<file path="config.mk">
export PLATFORM = sky130hd
export DESIGN_NAME = xbdiv_top
export DESIGN_NICKNAME = d
export VERILOG_FILES = /design/src/rtl/xbdiv_pkg.sv /design/src/rtl/xbdiv_select.sv /design/src/rtl/xbdiv_ratio.sv /design/src/rtl/xbdiv_counter.sv /design/src/rtl/xbdiv_top.sv
export SDC_FILE = /design/constraint.sdc
export NUM_CORES = 1
export LEC_CHECK = 0
export BUFFER_PORTS_ARGS = -buffer_cell sky130_fd_sc_hd__buf_2
export CORE_MARGIN = 1.5
export CORE_UTILIZATION = 60
export DETAILED_ROUTE_END_ITERATION = 7
export PLACE_DENSITY = 0.83
export SETUP_SLACK_MARGIN = 0.05
export SYNTH_ARGS = -nofsm -noshare
export SYNTH_HDL_FRONTEND = slang
export SYNTH_HIERARCHICAL = 1
export SYNTH_SLANG_ARGS = --single-unit
</file>
<file path="constraint.sdc">
create_clock -name clk -period 7 [get_ports clk]
set_clock_uncertainty 0.15 [all_clocks]
set_input_delay 1.4 -clock clk [delete_from_list [all_inputs] [get_ports clk]]
set_output_delay 1.4 -clock clk [all_outputs]
set_load 0.02 [all_outputs]
</file>
<file path="src/rtl/xbdiv_pkg.sv">
package xbdiv_pkg;

  // Half-period length in system clocks for a divider setting; 0 marks bypass.
  function automatic logic [31:0] half_count(input logic [31:0] d);
    if (d == 32'd0) return 32'd0;
    return (d >> 1) + 32'd1;
  endfunction

  function automatic logic is_bypass(input logic [31:0] d);
    return (d == 32'd0);
  endfunction

endpackage

</file>
<file path="src/rtl/xbdiv_select.sv">
module xbdiv_select #(
  parameter int DIV_W = 16
) (
  input  logic [2*DIV_W-1:0] div_word,
  input  logic               dual_rate,
  input  logic               cs_sel,
  output logic [DIV_W-1:0]   sel_div
);
  logic [DIV_W-1:0] lanes [2];

  for (genvar g = 0; g < 2; g++) begin : g_lane
    assign lanes[g] = div_word[g*DIV_W +: DIV_W];
  end

  always_comb begin
    sel_div = lanes[0];
    if (dual_rate && cs_sel) sel_div = lanes[1];
  end
endmodule

</file>
<file path="src/rtl/xbdiv_ratio.sv">
module xbdiv_ratio
  import xbdiv_pkg::*;
#(
  parameter int DIV_W = 16
) (
  input  logic             clk,
  input  logic             rst_n,
  input  logic             load,
  input  logic [DIV_W-1:0] sel_div,
  output logic [DIV_W-1:0] next_half,
  output logic             next_bypass,
  output logic [DIV_W-1:0] half_q,
  output logic             bypass_q
);
  logic [31:0] wide_div;

  assign wide_div    = 32'(sel_div);
  assign next_half   = DIV_W'(half_count(wide_div));
  assign next_bypass = is_bypass(wide_div);

  always_ff @(posedge clk) begin
    if (!rst_n) begin
      half_q   <= '0;
      bypass_q <= 1'b0;
    end else if (load) begin
      half_q   <= next_half;
      bypass_q <= next_bypass;
    end
  end
endmodule

</file>
<file path="src/rtl/xbdiv_counter.sv">
module xbdiv_counter #(
  parameter int DIV_W = 16
) (
  input  logic             clk,
  input  logic             rst_n,
  input  logic [DIV_W-1:0] load_half,
  input  logic             load_bypass,
  input  logic [DIV_W-1:0] cur_half,
  input  logic             cur_bypass,
  output logic             boundary,
  output logic             tick,
  output logic             clk_out,
  output logic             primed_q,
  output logic [DIV_W-1:0] cnt_q
);
  logic phase_q;
  logic last_cycle;

  assign last_cycle = primed_q && (cur_bypass || (phase_q && (cnt_q == '0)));
  assign boundary   = !primed_q || last_cycle;
  assign tick       = last_cycle;
  assign clk_out    = primed_q && (cur_bypass || phase_q);

  always_ff @(posedge clk) begin
    if (!rst_n) begin
      cnt_q    <= '0;
      phase_q  <= 1'b0;
      primed_q <= 1'b0;
    end else if (boundary) begin
      primed_q <= 1'b1;
      phase_q  <= 1'b0;
      cnt_q    <= load_bypass ? '0 : load_half - DIV_W'(1);
    end else if (cnt_q == '0) begin
      phase_q <= 1'b1;
      cnt_q   <= cur_half - DIV_W'(1);
    end else begin
      cnt_q <= cnt_q - DIV_W'(1);
    end
  end
endmodule

</file>
<file path="src/rtl/xbdiv_top.sv">
module xbdiv_top #(
  parameter int DIV_W = 16
) (
  input  logic               clk,
  input  logic               rst_n,
  input  logic [2*DIV_W-1:0] div_word,
  input  logic               dual_rate,
  input  logic               cs_sel,
  output logic               if_clk,
  output logic               if_tick
);
  logic [DIV_W-1:0] sel_div;
  logic [DIV_W-1:0] next_half;
  logic             next_bypass;
  logic [DIV_W-1:0] half_q;
  logic             bypass_q;
  logic             load_evt;
  logic             primed_q;
  logic [DIV_W-1:0] cnt_q;

  xbdiv_select #(.DIV_W(DIV_W)) u_sel (
    .div_word (div_word),
    .dual_rate(dual_rate),
    .cs_sel   (cs_sel),
    .sel_div  (sel_div)
  );

  xbdiv_ratio #(.DIV_W(DIV_W)) u_ratio (
    .clk        (clk),
    .rst_n      (rst_n),
    .load       (load_evt),
    .sel_div    (sel_div),
    .next_half  (next_half),
    .next_bypass(next_bypass),
    .half_q     (half_q),
    .bypass_q   (bypass_q)
  );

  xbdiv_counter #(.DIV_W(DIV_W)) u_cnt (
    .clk        (clk),
    .rst_n      (rst_n),
    .load_half  (next_half),
    .load_bypass(next_bypass),
    .cur_half   (half_q),
    .cur_bypass (bypass_q),
    .boundary   (load_evt),
    .tick       (if_tick),
    .clk_out    (if_clk),
    .primed_q   (primed_q),
    .cnt_q      (cnt_q)
  );
endmodule

</file>
==> results.py, run 1 <==
metrics = {
    "outcome": {
        "status": "finished, final reports clean",
    },
    "sta": {
        "slew_headroom": 0.3759,
        "rsz0062_at_grt": "no",
        "fin_crit_sh": 0.7313,
        "post-route-min-period_ns": 5.119,
        "fin_setup_tns_ns": 0,
        "finalWorstSetupSlack_ns": 1.881,
        "worst_pin_slew_ns": 0.9352,
        "setup_viol": 0,
        "finalHoldViolCount": 0,
        "slew_viol_final": 0,
        "fmax_ghz": 0.1953,
    },
    "placed_design": {
        "place.gp.congestion": 0.8998,
        "pre_cts_slack_ns": 1.651,
        "dp_hpwl_mm": 4.741,
        "port_buffers": 37,
    },
    "clock_tree": {
        "cts_resized": 0,
        "postCtsSetupBuffers": 0,
        "cts_buffers": 5,
        "clkSlewWorstSetupHoldPaths_ns": 0.07,
        "htree_levels": 2,
        "ctsHoldBuffers": 0,
        "cts_tree": "yes",
        "cts-root-buf": "clkbuf_8",
        "clock_sinks": 35,
        "clkLatencyLatePin_ns": 0.29,
        "clock_path_buffers": 2,
    },
    "die": {
        "num_rows": 24,
        "initial_core_util": 0.6192,
        "core_area_mm2": 0.004324,
        "fp.dieW_um": 69.80,
        "chipHeight_um": 69.80,
        "die-area_mm2": 0.004872,
        "io_pins": 38,
    },
    "logic_synthesis": {
        "syn_inst": 311,
        "synth.area.top_cells": "dfxtp_1, xnor2_1, mux2_4, nor2_1, mux2i_1",
        "synth_top_area_frac": 0.2617,
        "synth-async-reset-ratio": 0,
        "synth_nets": 350,
        "synth_top_cell_by_area": "dfxtp_1",
        "seq_area_frac_synth": 0.2617,
        "ys_types": 59,
        "yosysWarnings": 6,
        "synth_area_mm2": 0.002678,
        "ys.flop_type": "dfxtp_1",
        "syn_avg_cell_area_um2": 8.610,
        "synth-edff-count": 0,
        "ys_ff_latch": 35,
    },
    "job": {
        "maxCapViolCount": 0,
    },
    "global_route": {
        "grt_pass1_vias": 2320,
        "antenna_found_initial": 0,
        "grt_max_degree": 26,
        "grt_overflow": 0,
        "track_usage": 0.2666,
        "grt_pass1_wl_mm": 10.62,
    },
    "worst_setup_path": {
        "arrival_ns": 5.12,
        "crit_family": "simple AND/OR/NAND/NOR gates",
        "worstRegToRegCells": 10,
        "start_kind": "input port",
        "cp_max_fo": 16,
        "slowest_stage": "or4_4",
        "crit_chain": "buf_2 -> nand2_2 -> mux2_2 -> nor4_1 -> nand4_1 -> inv_1 -> nor2_1 -> or4_4 -> or4_4 -> or4_4 -> nor3_2 -> xnor2_1 -> o22ai_1",
        "end_kind": "flip-flop",
        "criticalPathCategory": "in2reg",
        "cpMostUsedCell": "or4_4",
        "cp_num_buf_inv": 2,
        "slowest_delay_ns": 0.55,
        "required_ns": 7.01,
        "path_depth": 13,
    },
    "drt": {
        "drt_iter0_drc": 193,
        "vias": 2473,
        "postRouteAntennaNets": 0,
        "routed_wl_mm": 6.249,
        "drtPass1Iterations": 4,
        "viasPerCell": 6.277,
        "routedWlPerCell_um": 15.86,
        "drcViolationCount": 0,
    },
    "pwr": {
        "pwr-share-seq": 0.410,
        "peakVddDrop_mv": 0.1066,
        "power_density_mw_per_mm2": 197.4,
        "power.switching_w": 0.0002014,
        "clkPwrFrac": 0.253,
        "p_leak_nw": 1.190,
        "switching_share": 0.3464,
        "intPower_w": 0.0003799,
        "comb_power_share": 0.337,
    },
    "cells_and_area": {
        "syn_to_final_growth_pct": 10.00,
        "fillers": 367,
        "mostFrequentLayoutCell": "buf_2",
        "antenna_cells": 0,
        "nets": 381,
        "mostFrequentLayoutCells": "buf_2, dfxtp_1, nor2_1, xnor2_1, a21oi_1",
        "drive_gt1_frac": 0.2485,
    },
    "hold_path": {
        "hold_class": "reg2reg",
        "hold_depth": 2,
    },
}
-- cell families after synthesis --
kind of cell / Yosys count / synth area share
adder cells (fa/ha/maj): 3 / 0.01402
multiplexers: 28 / 0.1266
XOR/XNOR: 35 / 0.1173
AO/OA/AOI/OAI: 65 / 0.1645
buffers and inverters: 26 / 0.04439
flip-flops: 35 / 0.2617
AND/OR/NAND/NOR: 119 / 0.2715
-- cell usage after synthesis, types with 3 or more instances --
| library cell | number |
|---|---|
| nor3_1 | 11 |
| o22ai_1 | 9 |
| mux2_2 | 7 |
| or2_2 | 3 |
| a31oi_1 | 3 |
| or4_4 | 5 |
| xor2_1 | 12 |
| nor4_1 | 11 |
| nand3_1 | 6 |
| o31ai_1 | 3 |
| nand2_1 | 8 |
| or4_1 | 8 |
| mux2i_1 | 11 |
| clkbuf_1 | 7 |
| o21ai_0 | 11 |
| xnor2_1 | 22 |
| nor2_1 | 33 |
| inv_1 | 13 |
| a31o_2 | 3 |
| or3_1 | 6 |
| and3_1 | 3 |
| and4_1 | 3 |
| a21oi_1 | 20 |
| ha_1 | 3 |
| dfxtp_1 | 35 |
| mux2_4 | 10 |
| or3b_1 | 3 |
-- path summary, 6_finish.rpt --
check	end	slack (ns)	start
worst min-delay path	u_ratio/half_q[15]	0.38	u_ratio/half_q[15]
worst max register to register	u_cnt/cnt_q[4]	2.97	u_cnt/cnt_q[14]
worst min register to register	u_ratio/half_q[15]	0.38	u_ratio/half_q[15]
worst max-delay path	u_cnt/cnt_q[15]	1.88	dual_rate
-- power groups by stage --
stage                     Clock [W]  Combinational [W]  Sequential [W]
after global placement            0           0.000188        0.000241
final                      0.000147           0.000196        0.000238
after detailed placement          0           0.000192        0.000242
after floorplan                   0           0.000158        0.000234
after CTS                  0.000150           0.000193        0.000238
after global routing       0.000159           0.000214        0.000242
-- worst reg2reg max path: stages (launching register included) --
cell and delay (ns):
dfxtp_1 0.33, or4_1 0.64, or4_4 0.51, nor3_4 0.62, a21oi_1 0.21, ha_1 0.26, or3b_1 0.30, nor3_1 0.08
a2111oi_0 0.49, o32ai_1 0.16, and2_1 0.18
-- through the flow --
step,power (W),cells,cell area (um2),hold slack (ns),util
2_1_floorplan,0.0003919,311,2678,0.3107,-
4_1_cts,0.0005811,394,2945,0.3743,0.6811
3_3_place_gp,0.0004297,387,2858,0.3474,0.6609
3_5_place_dp,0.0004344,387,2858,0.3561,0.6609
6_report,0.0005813,394,2945,0.3760,0.6811
5_1_grt,0.0006151,394,2945,0.3991,0.6811
-- state kept, by name (all words and copies together), names as in the netlist --
| name | cells |
|---|---|
| u_cnt/cnt_q | 16 |
| u_ratio/half_q | 16 |
| u_cnt/phase_q | 1 |
| u_cnt/primed_q | 1 |
| u_ratio/bypass_q | 1 |
-- metal layers --
metal	wire (um)	up-vias	GRT usage
met5	0	-	0
met4	103	0	0.09188
met3	378	10	0.04797
met2	2948	95	0.4402
met1	2819	1143	0.3499
li1	-	1225	-
-- area by class of cell --
class | instances | area, um2 | area share
tap | 52 | 65.06 | 0.02209
clock inverter | 1 | 5.005 | 0.001699
clock buffer | 6 | 82.58 | 0.02804
timing repair buffer | 37 | 185.2 | 0.06287
multi-input combinational | 250 | 1858 | 0.6308
sequential | 35 | 700.7 | 0.2379
inverter | 13 | 48.80 | 0.01657
No activity file was read; power rests on OpenSTA's default activity.
==> run 2, diff against run 1 <==
--- a/config.mk
+++ b/config.mk
@@ -7,9 +7,9 @@
 export LEC_CHECK = 0
 export BUFFER_PORTS_ARGS = -buffer_cell sky130_fd_sc_hd__buf_2
 export CORE_MARGIN = 1.5
-export CORE_UTILIZATION = 60
+export CORE_UTILIZATION = 52
 export DETAILED_ROUTE_END_ITERATION = 7
-export PLACE_DENSITY = 0.83
+export PLACE_DENSITY = 0.76
 export SETUP_SLACK_MARGIN = 0.05
 export SYNTH_ARGS = -nofsm -noshare
 export SYNTH_HDL_FRONTEND = slang
==> constraint.sdc (replaced) <==
create_clock -name clk -period 4.65 [get_ports clk]
set_clock_uncertainty 0.15 [all_clocks]
set_input_delay 0.93 -clock clk [delete_from_list [all_inputs] [get_ports clk]]
set_output_delay 0.93 -clock clk [all_outputs]
set_load 0.02 [all_outputs]
==> run 2 against run 1 <==
  * First-iteration DRC count grew 3.6%
  * Register-to-register slack lost 2.1 ns
  * Highest routed layer unchanged
  * Sequential cell count did not move
  * Combinational power grew 53%
  * Clock power up 44%
  * Clock-buffer cell count rose by 1
  * Design area increased by 1.7%
  * Routed wire length is 0.37% higher
  * Via count shrank 2.0%
  * Sequential power up 50%
  * Non-clock buffer count rose by 5
==> results.py, run 2 (synthesized netlist as in run 1, its figures left out) <==
metrics = {
    "cells_and_area": {
        "nets": 386,
        "drive_gt1_frac": 0.2557,
        "syn_to_final_growth_pct": 11.87,
        "top_regs": "u_cnt/cnt_q x16, u_ratio/half_q x16",
        "mostFrequentLayoutCell": "buf_2",
        "mostFrequentLayoutCells": "buf_2, dfxtp_1, nor2_1, xnor2_1, a21oi_1",
        "final_util": 0.6178,
        "fillers": 431,
        "fin_area_mm2": 0.002995,
        "antenna_cells": 0,
    },
    "clock_tree": {
        "clkSlewWorstSetupHoldPaths_ns": 0.07,
        "clock_path_buffers": 2,
        "cts-root-buf": "clkbuf_8",
        "clkLatencyLatePin_ns": 0.29,
        "cts_buffers": 5,
        "cts_tree": "yes",
        "clock_sinks": 35,
        "htree_levels": 2,
        "postCtsSetupBuffers": 0,
        "cts_resized": 0,
        "ctsHoldBuffers": 0,
    },
    "pwr": {
        "intPower_w": 0.0005626,
        "comb_power_share": 0.344,
        "power_density_mw_per_mm2": 290.1,
        "pwr-share-seq": 0.412,
        "peakVddDrop_mv": 0.1240,
        "p_leak_nw": 1.209,
        "clkPwrFrac": 0.244,
        "switching_share": 0.3524,
        "power.switching_w": 0.0003062,
        "total_power_w": 0.0008689,
    },
    "worst_setup_path": {
        "worstRegToRegCells": 12,
        "cp_max_fo": 9,
        "start_kind": "input port",
        "required_ns": 4.65,
        "end_kind": "flip-flop",
        "criticalPathCategory": "in2reg",
        "arrival_ns": 4.27,
    },
    "die": {
        "chipHeight_um": 74.76,
        "fp.dieW_um": 74.76,
        "num_rows": 25,
        "initial_core_util": 0.5523,
        "io_pins": 38,
        "core_area_mm2": 0.004848,
        "die-area_mm2": 0.005588,
    },
    "drt": {
        "viasPerCell": 5.839,
        "postRouteAntennaNets": 0,
        "routedWlPerCell_um": 15.11,
        "vias": 2423,
        "drcViolationCount": 0,
        "drt_iter0_drc": 200,
        "routed_wl_mm": 6.272,
        "drtPass1Iterations": 4,
    },
    "hold_path": {
        "hold_depth": 2,
        "hold_class": "reg2reg",
    },
    "sta": {
        "worst_pin_slew_ns": 0.9531,
        "fin_crit_sh": 0.9194,
        "slew_headroom": 0.3639,
        "rsz0062_at_grt": "no",
        "setup_viol": 0,
        "fmax_ghz": 0.2339,
        "slew_viol_final": 0,
        "finalHoldViolCount": 0,
        "fin_setup_tns_ns": 0,
        "post-route-min-period_ns": 4.275,
        "whs_ns": 0.3834,
    },
    "outcome": {
        "status": "finished, final reports clean",
    },
    "placed_design": {
        "place_area_mm2": 0.002914,
        "port_buffers": 37,
        "place.gp.congestion": 0.9077,
        "dp_hpwl_mm": 4.701,
    },
    "global_route": {
        "grt_overflow": 0,
        "grt_pass1_wl_mm": 10.79,
        "grt_max_degree": 26,
        "grt_pass1_vias": 2313,
        "antenna_found_initial": 0,
        "track_usage": 0.2484,
    },
    "job": {
        "maxCapViolCount": 0,
    },
}
## run 2: cell types whose count changed in the layout (fill, tap and decap cells not counted)
cell and delta:
clkbuf_8 -1, buf_4 +5, clkbuf_1 +2
## run 2: worst paths after layout
kind                                          from                 end  slack (ns)
worst max-delay path                     dual_rate     u_cnt/cnt_q[15]        0.37
worst min-delay path            u_ratio/half_q[15]  u_ratio/half_q[15]        0.38
worst max register to register      u_cnt/cnt_q[5]     u_cnt/cnt_q[12]        0.92
worst min register to register  u_ratio/half_q[15]  u_ratio/half_q[15]        0.38
## run 2: cell type report
cell class	instances	area, um2	share of cell area
repair buffers	42	222.7	0.07435
inverters	13	48.80	0.01629
clock buffers	7	76.32	0.02548
flip-flops and latches	35	700.7	0.2339
well taps	67	83.83	0.02799
clock inverters	1	5.005	0.001671
multi-input cells	250	1858	0.6203
## run 2: critical path, cell delays in order
cell and delay, ns:
buf_2 0.10, nand2_2 0.16, buf_4 0.21, mux2_4 0.33, nor4_1 0.27, nand4_1 0.16
inv_1 0.10, nor2_1 0.10, or4_4 0.51, or4_4 0.46, or4_4 0.55, nor3_2 0.16
xnor2_1 0.14, o22ai_1 0.09
## run 2: metrics by stage
step	worst slack (ns)	cells
2_1_floorplan	0.2994	311
6_report	0.3750	415
5_1_grt	0.1241	415
3_3_place_gp	0.1363	407
3_5_place_dp	0.07202	407
4_1_cts	0.3728	415
## run 2: power by group through the flow
stage               Combinational (W)  Clock [W]  Sequential (W)
finish                       0.000299   0.000212        0.000358
global route                 0.000331   0.000228        0.000361
CTS                          0.000295   0.000218        0.000357
detailed placement           0.000293          0        0.000364
global placement             0.000287          0        0.000363
floorplan                    0.000238          0        0.000352
## run 2: per-layer routing
| layer | track usage | vias to the layer above | part of all wire |
|---|---|---|---|
| met5 | 0 | - | 0 |
| li1 | - | 1233 | - |
| met3 | 0.02945 | 8 | 0.063 |
| met1 | 0.3421 | 1081 | 0.47 |
| met4 | 0.1010 | 0 | 0.016 |
| met2 | 0.3968 | 101 | 0.45 |
==> run 3, diff against run 2 <==
--- a/config.mk
+++ b/config.mk
@@ -10,6 +10,7 @@
 export CORE_UTILIZATION = 52
 export DETAILED_ROUTE_END_ITERATION = 7
 export PLACE_DENSITY = 0.76
+export RECOVER_POWER = 25
 export SETUP_SLACK_MARGIN = 0.05
 export SYNTH_ARGS = -nofsm -noshare
 export SYNTH_HDL_FRONTEND = slang
==> constraint.sdc (replaced) <==
create_clock -name clk -period 3.6 [get_ports clk]
set_clock_uncertainty 0.15 [all_clocks]
set_input_delay 0.72 -clock clk [delete_from_list [all_inputs] [get_ports clk]]
set_output_delay 0.72 -clock clk [all_outputs]
set_load 0.02 [all_outputs]
==> run 3 against run 2 <==
  * The flow now finishes with violations (negative setup slack)
  * First-iteration DRC count rose by 32%
  * Clock-buffer cell count unchanged
  * Core utilization rose by 12 points
  * Register-to-register slack worse by 0.77 ns
  * Cell count up 12%
  * Total power up 42%
  * Routed wire length increased by 24%
  * Sequential cell count unchanged
==> results.py, run 3 (synthesized netlist as in run 1, its figures left out) <==
metrics = {
    "outcome": {
        "status": "finished, violations left",
        "failed_checks": "negative setup slack",
    },
    "pwr": {
        "total_power_w": 0.001236,
        "peakVddDrop_mv": 0.2304,
        "power_density_mw_per_mm2": 345.2,
        "p_leak_nw": 1.519,
    },
    "die": {
        "fp.dieW_um": 74.76,
        "core_area_mm2": 0.004848,
        "io_pins": 38,
        "num_rows": 25,
        "chipHeight_um": 74.76,
        "die-area_mm2": 0.005588,
        "initial_core_util": 0.5523,
    },
    "worst_setup_path": {
        "cp_max_fo": 7,
        "criticalPathCategory": "in2reg",
        "required_ns": 3.60,
        "arrival_ns": 3.66,
        "end_kind": "flip-flop",
        "start_kind": "input port",
    },
    "drt": {
        "vias": 2816,
        "dr_wl_met3_um": 478,
        "m1WireLength_mm": 3.079,
        "wl_met2_mm": 3.909,
        "highest_layer": "met4",
        "postRouteAntennaNets": 0,
        "drcViolationCount": 0,
        "drt_iter0_drc": 264,
        "routed_wl_mm": 7.783,
        "drtPass1Iterations": 5,
        "viasPerCell": 6.069,
        "routedWlPerCell_um": 16.77,
    },
    "cells_and_area": {
        "final_util": 0.7383,
        "syn_to_final_growth_pct": 33.69,
        "top_regs": "u_cnt/cnt_q x16, u_ratio/half_q x16",
        "layoutNonFillerInstCount": 464,
        "drive_gt1_frac": 0.3879,
        "mostFrequentLayoutCells": "buf_4, buf_2, dfxtp_1, nor2_1, a21oi_1",
        "mostFrequentLayoutCell": "buf_4",
        "nets": 435,
        "antenna_cells": 0,
    },
    "placed_design": {
        "place.gp.congestion": 0.9038,
        "port_buffers": 37,
        "dp_cells": 450,
        "dp_hpwl_mm": 5.437,
    },
    "sta": {
        "worst_pin_slew_ns": 0.7230,
        "finalHoldViolCount": 0,
        "slew_headroom": 0.5180,
        "whs_ns": 0.3822,
        "finalWorstSetupSlack_ns": -0.05692,
        "rsz0062_at_grt": "yes",
        "post-route-min-period_ns": 3.657,
        "slew_viol_final": 0,
        "fin_crit_sh": 1.016,
        "fmax_ghz": 0.2735,
        "setup_viol": 6,
    },
    "global_route": {
        "grt_pass1_wl_mm": 12.17,
        "grt_pass1_vias": 2641,
        "grt_overflow": 0,
        "antenna_found_initial": 0,
        "track_usage": 0.2842,
        "grt_max_degree": 19,
    },
    "clock_tree": {
        "htree_levels": 2,
        "cts_tree": "yes",
        "ctsHoldBuffers": 0,
        "clkLatencyLatePin_ns": 0.29,
        "cts-root-buf": "clkbuf_8",
        "cts_buffers": 5,
        "clkSlewWorstSetupHoldPaths_ns": 0.08,
        "clock_sinks": 35,
        "clock_path_buffers": 2,
    },
    "hold_path": {
        "hold_class": "reg2reg",
    },
    "job": {
        "maxCapViolCount": 0,
    },
}
==> run 3: cell count changes in the layout (fill, tap and decap cells not counted), sizes merged <==
cell and change:
buf +48, nand2 +1
==> run 3: what timing repair did <==
item,4_1_cts,5_1_grt
pin swaps,7,6
endpoints found under the setup margin,6,6
resized for setup,21,11
setup buffers,2,3
gates cloned,1,0
==> run 3: worst paths after layout <==
path | cells past startpoint | end | slack, ns | startpoint
setup reg to reg | 11 | u_cnt/cnt_q[12] | 0.15 | u_cnt/cnt_q[11]
hold reg to reg | 2 | u_cnt/cnt_q[7] | 0.38 | u_cnt/cnt_q[7]
setup / recovery | 14 | u_cnt/cnt_q[15] | -0.06 | cs_sel
hold / removal | 2 | u_cnt/cnt_q[7] | 0.38 | u_cnt/cnt_q[7]
==> run 3: per-layer routing <==
metal  GRT usage  vias up
met5           0        -
met4      0.1596        0
met3     0.03882       32
met2      0.4901      150
met1      0.3405     1296
li1            -     1338
==> run 3: power breakdown <==
group | internal [W] | switching [W]
registers | 0.000423 | 0.0000394
logic | 0.000238 | 0.000260
clock network | 0.000136 | 0.000140
total | 0.000797 | 0.000439
==> run 3: per-stage QoR <==
stage	setup slack (ns)	TNS [ns]	instance area (um2)
floorplan	-0.3958	-1.368	2718
global placement	-0.4793	-2.344	3273
detailed placement	-0.5314	-2.582	3273
CTS	-0.003186	-0.003186	3495
global route	-0.1585	-0.7253	3580
finish	-0.05692	-0.2175	3580
==> run 3: cell type report <==
class                   count  area (um2)
clock buffers               7       76.32
fillers                   337        1269
inverters                  13       48.80
clock inverters             1       5.005
repair buffers             90       619.3
multi-input cells         251        2046
flip-flops and latches     35       700.7
well taps                  67       83.83
==> run 3: critical path, stage by stage <==
cell     delay (ns)
buf_12         0.12
nand2_8        0.10
buf_6          0.10
mux2_4         0.31
nor4_4         0.24
nand4_1        0.16
inv_2          0.12
nor2_4         0.04
or4_4          0.48
or4_4          0.44
or4_4          0.46
nor3_4         0.14
xnor2_1        0.13
o22ai_1        0.09
